$ cat config.mk
export PLATFORM = sky130hd
export DESIGN_NAME = board_ctrl_regs
export DESIGN_NICKNAME = d
export VERILOG_FILES = /design/src/rtl/board_ctrl_pkg.sv /design/src/rtl/board_ctrl_ctrl.sv /design/src/rtl/board_ctrl_datapath.sv /design/src/rtl/board_ctrl_regs.sv
export SDC_FILE = /design/constraint.sdc
export NUM_CORES = 1
export LEC_CHECK = 0
export ABC_AREA = 0
export ABC_CLOCK_PERIOD_IN_PS = 8700
export BUFFER_PORTS_ARGS = -buffer_cell sky130_fd_sc_hd__buf_2
export CORE_MARGIN = 5
export CORE_UTILIZATION = 40
export DETAILED_ROUTE_END_ITERATION = 10
export PLACE_DENSITY = 0.74
export SYNTH_ARGS = -nofsm -noshare
export SYNTH_HDL_FRONTEND = slang
export SYNTH_SLANG_ARGS = --single-unit
$ cat constraint.sdc
create_clock -name clk -period 8.7 [get_ports clk]
set_input_delay 2.61 -clock clk [delete_from_list [all_inputs] [get_ports clk]]
set_output_delay 2.61 -clock clk [all_outputs]
set_load 0.01 [all_outputs]
$ cat src/rtl/board_ctrl_pkg.sv
package board_ctrl_pkg;
  localparam int NUM_CHARS  = 8;
  localparam int CHAR_IDX_W = $clog2(NUM_CHARS);

  localparam logic [19:0] OFF_SWITCH   = 20'h00200;
  localparam logic [19:0] OFF_STATUS   = 20'h00208;
  localparam logic [19:0] OFF_JUMPER   = 20'h00210;
  localparam logic [19:0] OFF_LED      = 20'h00408;
  localparam logic [19:0] OFF_WORD     = 20'h00410;
  localparam logic [19:0] OFF_CHAR0    = 20'h00418;
  localparam logic [19:0] OFF_CHARLAST = OFF_CHAR0 + 20'((NUM_CHARS - 1) * 8);
  localparam logic [19:0] OFF_SOFTRST  = 20'h00500;
  localparam logic [19:0] OFF_BRK      = 20'h00508;
  localparam logic [19:0] OFF_GP       = 20'h00a00;
  localparam logic [19:0] OFF_LNIN     = 20'h00b00;
  localparam logic [19:0] OFF_LNOE     = 20'h00b08;
  localparam logic [19:0] OFF_LNOUT    = 20'h00b10;
  localparam logic [19:0] OFF_LNSEL    = 20'h00b18;

  localparam logic [31:0] RESET_MAGIC = 32'h42;

  typedef enum logic [3:0] {
    RD_ZERO, RD_STATUS, RD_LED, RD_BRK, RD_GP,
    RD_LNIN, RD_LNOE, RD_LNOUT, RD_LNSEL
  } rdSel_e;

  typedef struct packed {
    logic                  ledWr;
    logic                  wordWr;
    logic                  charWr;
    logic [CHAR_IDX_W-1:0] charIdx;
    logic                  softRst;
    logic                  brkWr;
    logic                  gpWr;
    logic                  oeWr;
    logic                  outWr;
    logic                  selWr;
    rdSel_e                rdSel;
  } strobe_t;

  function automatic logic [7:0] hexAscii(input logic [3:0] nib);
    return (nib < 4'd10) ? (8'h30 + {4'h0, nib}) : (8'h37 + {4'h0, nib});
  endfunction
endpackage

$ cat src/rtl/board_ctrl_ctrl.sv
module board_ctrl_ctrl
  import board_ctrl_pkg::*;
#(
  parameter int ADDR_W = 32,
  parameter int DATA_W = 32,
  parameter int DEC_W  = 20
) (
  input  logic [ADDR_W-1:0] busAddr,
  input  logic              busWrite,
  input  logic [DATA_W-1:0] busWdata,
  output strobe_t           strb
);
  logic [19:0] offset;
  logic [19:0] charOff;

  always_comb begin
    offset = '0;
    offset[DEC_W-1:0] = busAddr[DEC_W-1:0];
  end

  assign charOff = offset - OFF_CHAR0;

  always_comb begin
    strb = '0;
    strb.rdSel = RD_ZERO;
    case (offset)
      OFF_STATUS:  strb.rdSel = RD_STATUS;
      OFF_LED:     begin strb.rdSel = RD_LED;   strb.ledWr = busWrite; end
      OFF_WORD:    strb.wordWr = busWrite;
      OFF_SOFTRST: strb.softRst = busWrite && (busWdata == DATA_W'(RESET_MAGIC));
      OFF_BRK:     begin strb.rdSel = RD_BRK;   strb.brkWr = busWrite; end
      OFF_GP:      begin strb.rdSel = RD_GP;    strb.gpWr  = busWrite; end
      OFF_LNIN:    strb.rdSel = RD_LNIN;
      OFF_LNOE:    begin strb.rdSel = RD_LNOE;  strb.oeWr  = busWrite; end
      OFF_LNOUT:   begin strb.rdSel = RD_LNOUT; strb.outWr = busWrite; end
      OFF_LNSEL:   begin strb.rdSel = RD_LNSEL; strb.selWr = busWrite; end
      default: begin
        if (offset >= OFF_CHAR0 && offset <= OFF_CHARLAST && offset[2:0] == 3'b000) begin
          strb.charWr  = busWrite;
          strb.charIdx = charOff[3 +: CHAR_IDX_W];
        end
      end
    endcase
  end
endmodule

$ cat src/rtl/board_ctrl_datapath.sv
module board_ctrl_datapath
  import board_ctrl_pkg::*;
#(
  parameter int  DATA_W     = 32,
  parameter bit  BIG_ENDIAN = 1'b0,
  localparam int DISP_W     = NUM_CHARS * 8
) (
  input  logic              clk,
  input  logic              rstN,
  input  strobe_t           strb,
  input  logic [DATA_W-1:0] busWdata,
  input  logic              sdaIn,
  output logic [DATA_W-1:0] busRdata,
  output logic [7:0]        ledBar,
  output logic [DISP_W-1:0] dispChars,
  output logic              resetReq,
  output logic [7:0]        gpOut,
  output logic              sclOut,
  output logic              sdaOut,
  output logic [1:0]        i2cOe
);
  localparam logic [7:0]  BRK_RESET   = 8'h0a;
  localparam logic [7:0]  STATUS_VAL  = BIG_ENDIAN ? 8'h12 : 8'h10;
  localparam logic [DATA_W-1:0] LNIN_BASE = DATA_W'(2);

  logic [7:0] brkReg;
  logic [1:0] lineOut;
  logic       lineSel;

  always_ff @(posedge clk) begin
    if (!rstN) begin
      ledBar   <= '0;
      brkReg   <= BRK_RESET;
      gpOut    <= '0;
      i2cOe    <= '0;
      lineOut  <= 2'b11;
      lineSel  <= 1'b1;
      resetReq <= 1'b0;
    end else begin
      resetReq <= strb.softRst;
      if (strb.ledWr) ledBar  <= busWdata[7:0];
      if (strb.brkWr) brkReg  <= busWdata[7:0];
      if (strb.gpWr)  gpOut   <= busWdata[7:0];
      if (strb.oeWr)  i2cOe   <= busWdata[1:0];
      if (strb.outWr) lineOut <= busWdata[1:0];
      if (strb.selWr) lineSel <= busWdata[0];
    end
  end

  assign sclOut = lineOut[1];
  assign sdaOut = lineOut[0];

  for (genvar g = 0; g < NUM_CHARS; g++) begin : gChar
    always_ff @(posedge clk) begin
      if (!rstN)
        dispChars[8*g +: 8] <= 8'h20;
      else if (strb.wordWr)
        dispChars[8*g +: 8] <= hexAscii(busWdata[DATA_W-1-4*g -: 4]);
      else if (strb.charWr && strb.charIdx == CHAR_IDX_W'(g))
        dispChars[8*g +: 8] <= busWdata[7:0];
    end
  end

  always_comb begin
    busRdata = '0;
    case (strb.rdSel)
      RD_STATUS: busRdata[7:0] = STATUS_VAL;
      RD_LED:    busRdata[7:0] = ledBar;
      RD_BRK:    busRdata[7:0] = brkReg;
      RD_GP:     busRdata[7:0] = gpOut;
      RD_LNIN:   busRdata = {LNIN_BASE[DATA_W-1:1], sdaIn};
      RD_LNOE:   busRdata[1:0] = i2cOe;
      RD_LNOUT:  busRdata[1:0] = lineOut;
      RD_LNSEL:  busRdata[0] = lineSel;
      default:   busRdata = '0;
    endcase
  end
endmodule

$ cat src/rtl/board_ctrl_regs.sv
module board_ctrl_regs
  import board_ctrl_pkg::*;
#(
  parameter int ADDR_W     = 32,
  parameter int DATA_W     = 32,
  parameter int DEC_W      = 20,
  parameter bit BIG_ENDIAN = 1'b0
) (
  input  logic              clk,
  input  logic              rstN,
  input  logic [ADDR_W-1:0] busAddr,
  input  logic              busWrite,
  input  logic [DATA_W-1:0] busWdata,
  output logic [DATA_W-1:0] busRdata,
  input  logic              sdaIn,
  output logic [7:0]        ledBar,
  output logic [63:0]       dispChars,
  output logic              resetReq,
  output logic [7:0]        gpOut,
  output logic              sclOut,
  output logic              sdaOut,
  output logic [1:0]        i2cOe
);
  strobe_t strb;

  board_ctrl_ctrl #(.ADDR_W(ADDR_W), .DATA_W(DATA_W), .DEC_W(DEC_W)) u_ctrl (
    .busAddr  (busAddr),
    .busWrite (busWrite),
    .busWdata (busWdata),
    .strb     (strb)
  );

  board_ctrl_datapath #(.DATA_W(DATA_W), .BIG_ENDIAN(BIG_ENDIAN)) u_dp (
    .clk       (clk),
    .rstN      (rstN),
    .strb      (strb),
    .busWdata  (busWdata),
    .sdaIn     (sdaIn),
    .busRdata  (busRdata),
    .ledBar    (ledBar),
    .dispChars (dispChars),
    .resetReq  (resetReq),
    .gpOut     (gpOut),
    .sclOut    (sclOut),
    .sdaOut    (sdaOut),
    .i2cOe     (i2cOe)
  );
endmodule

==> metrics.md <==
| Metric | Value |
|---|---|
| Clock skew | `0 ps` |
| Post-DRT Antenna Nets | `0` |
| CP Data Arrival Time | `4810 ps` |
| CP max stage cell | `nor4_2` |
| Gr ovfl total | `0` |
| Placer Congestion | `0.878` |
| Mux contribution to synthesized area | `13.7%` |
| # DRC | `0` |
| Vias per cell | `5.32` |
| Seq cells post-synth | `94` |
| Drt first pass iters | `5` |
| CTS tree | `yes` |
| Number of flops mapped to enable cells by yosys | `0` |
| Initial Util | `41.0%` |
| RSZ-0062 raised after global routing | `false` |
| Status | `completed` |
| Critical Path RT | `6090 ps` |
| Std cell rows | `42` |
| Max-cap check violation count | `0` |
| CTS sink count | `94` |
| Fmax achieved | `0.135 GHz` |
| Clock-pin slew on the worst setup and hold paths | `70 ps` |
| Die Y | `127 um` |
| Die footprint | `16100 um2` |
| Final Util | `48.6%` |
| HPWL after DPL | `12400 um` |
| Area growth, synth to finish | `18.4%` |
| Relative slew slack | `17.9%` |
| Via Count | `5163` |
| GRT Total Usage | `20.8%` |
| Wire per inst | `17.8 um` |
| Skew-Pair Late Insertion Delay | `340 ps` |
| Min Tclk post-route | `7420 ps` |
| Hold_buf cts | `0` |
| Max Root-Sink Buffers | `2` |
| Ys async rst share | `0%` |
| Worst slew pin tran | `1220 ps` |
| Cell Area, Synth | `5470 um2` |
| Layout net count | `874` |
| Worst-path cell chain | `buf_2 -> or4_1 -> nor3_2 -> nand2_1 -> nor4_2 -> a22oi_1 -> nand2_1 -> buf_2` |
| Share of layout cells above drive strength 1 | `24.4%` |
| Met2 Routed Length | `7700 um` |
| Peak supply drop | `0.102 mV` |
| Setup crit start kind | `input pin` |
| Met3 wire len | `1160 um` |
| Initial antenna violation count | `0` |
| Number of I/O port buffers | `148` |
| Highest Signal Layer | `met4` |
| Critical Path Fanout Max | `8` |
| CTS buffer count | `9` |
| Final std cells w/o fill | `970` |
| Top Ports | `185` |
| Number of global-route vias before repair | `4811` |
| Crit share post-route | `85.3%` |
| Wl on met1 | `8050 um` |
| ANT cells | `0` |
| Sequential fraction of the synthesis area | `34.4%` |
| Slowest stage delay, CP | `700 ps` |
| Compound-cell area share of the yosys netlist | `18.3%` |
| Main combinational cell family by area after synthesis | `simple AND/OR/NAND/NOR gates` |
| CTS root buffer | `clkbuf_16` |
| Cts repair resizes | `0` |
| Distinct cell type count after synthesis | `63` |
| Final hold vios | `0` |
| DRT iter0 DRCs | `374` |
| Power density cells | `139 nW/um2` |
| Kind of critical path | `in2out` |
| Pin count of the biggest net entering global routing | `49` |
| First-pass GRT wire length | `26800 um` |
| Final slew viol count | `0` |
| Type of destination of the critical path | `primary output` |
| Placed Instances | `954` |
| Die Width | `127 um` |
| Leak | `3.15 nW` |
| Mean Syn Cell Area | `8.19 um2` |
| Htree depth | `3` |
| HP Class | `reg2reg` |
| Post-CTS setup buffers | `0` |
| Final number of setup-violating endpoints | `0` |
| Simple-gate share of the synthesized area | `19.8%` |
| Core area | `13300 um2` |
| Adder-cell share of the synthesized area | `3.89%` |
| XOR/XNOR Fraction of Synth Area | `1.76%` |
| Most used DFF post-synth | `dfxtp_1` |
| Mapped Cells | `668` |
| Yosys warnings | `0` |
| Wirelength, routed | `17200 um` |
| Setup TNS | `0 ps` |
## metal layers
metal / vias up / track usage (%)
met5: - / 0
met4: 0 / 4.98
met3: 25 / 4.17
met2: 186 / 32.5
met1: 2387 / 29.6
li1: 2565 / -
## registers in the layout, indices dropped and copies added (netlist names)
register and count:
u_dp.brkReg 8, u_dp.gpOut 8, u_dp.dispChars 64, u_dp.i2cOe 2, u_dp.resetReq 1, u_dp.lineSel 1
u_dp.lineOut 2, u_dp.ledBar 8
## layout make-up
type	instances	area (um2)
Fill cell	1370	6870
Timing Repair Buffer	152	771
Clock buffer	9	225
Sequential cell	94	1880
Tap cell	176	220
Multi-Input combinational cell	508	3240
Clock inverter	7	57.6
Inverter	24	90.1
## cell families (layout without fill, tap and decap cells)
| family | Yosys count | count (layout) |
|---|---|---|
| compound gates | 166 | 166 |
| xor+xnor | 11 | 11 |
| fa+ha+maj | 17 | 17 |
| buf+inv | 89 | 192 |
| flops | 94 | 94 |
| mux | 74 | 74 |
| other cells | 1 | 24 |
| simple gates | 216 | 216 |
## path summary, 6_finish.rpt
| check | startpoint | endpoint | slack, ps | cells after the start |
|---|---|---|---|---|
| setup / recovery | busAddr[17] | busRdata[5] | 1280 | 8 |
| hold / removal | u_dp.dispChars[39]$_SDFFE_PN0P_ | u_dp.dispChars[39]$_SDFFE_PN0P_ | 460 | 2 |
| setup reg to reg | u_dp.dispChars[61]$_SDFFE_PN1P_ | u_dp.dispChars[61]$_SDFFE_PN1P_ | 7680 | 2 |
| hold reg to reg | u_dp.dispChars[39]$_SDFFE_PN0P_ | u_dp.dispChars[39]$_SDFFE_PN0P_ | 460 | 2 |
## power by group
group	internal [mW]	switching, mW	total, mW
Combinational	0.0291	0.0653	0.0944
Clock	0.197	0.180	0.377
Sequential	0.430	0.000000349	0.430
## layout by cell type (no fill, tap or decap), drive strengths merged, types with 17 or more instances in the layout
| cell | synthesis | layout |
|---|---|---|
| a21oi | 60 | 60 |
| conb | 1 | 24 |
| mux2i | 66 | 66 |
| buf | 34 | 152 |
| ha | 17 | 17 |
| dfxtp | 94 | 94 |
| nor2 | 76 | 76 |
| nand2 | 53 | 53 |
| inv | 23 | 25 |
| o21ai | 56 | 56 |
## cell usage after synthesis, drive strengths merged, types with 3 or more instances
master   count  area share (%)
nor2        76             5.3
nor2b        6            0.69
o2111ai      3            0.71
nand2b       7            0.80
buf         34             4.4
nor3        10             1.2
mux2         8             1.6
clkbuf      31             2.1
or3          6            0.78
a21o         4            0.55
nand2       53             3.7
o21a         4            0.55
nand3       16             1.6
and2         3            0.34
and3         8            0.91
nor4         9             1.3
nand4        6            0.80
mux2i       66              12
xnor2        9             1.4
a21oi       60             5.5
or4          6            0.96
ha          17             3.9
dfxtp       94              34
o211a        4            0.73
a211oi      13             1.8
a22oi        8             1.1
o21ai       56             5.1
inv         23             1.6
## critical path, delay by kind of cell
kind	cells	cell delay, ps
AND/OR/NAND/NOR	5	1800
buffers and inverters	2	230
AO/OA/AOI/OAI	1	160
## through the flow
stage | total power, mW | worst slack, ps | hold WS [ps] | area, um2
finish | 0.901 | 1280 | 457 | 6480
global route | 0.939 | 1110 | 464 | 6480
CTS | 0.907 | 1200 | 456 | 6480
detailed placement | 0.532 | 1200 | 446 | 6200
global placement | 0.531 | 1240 | 443 | 6200
floorplan | 0.503 | 1580 | 446 | 5560
No activity file was read; power rests on OpenSTA's default activity.
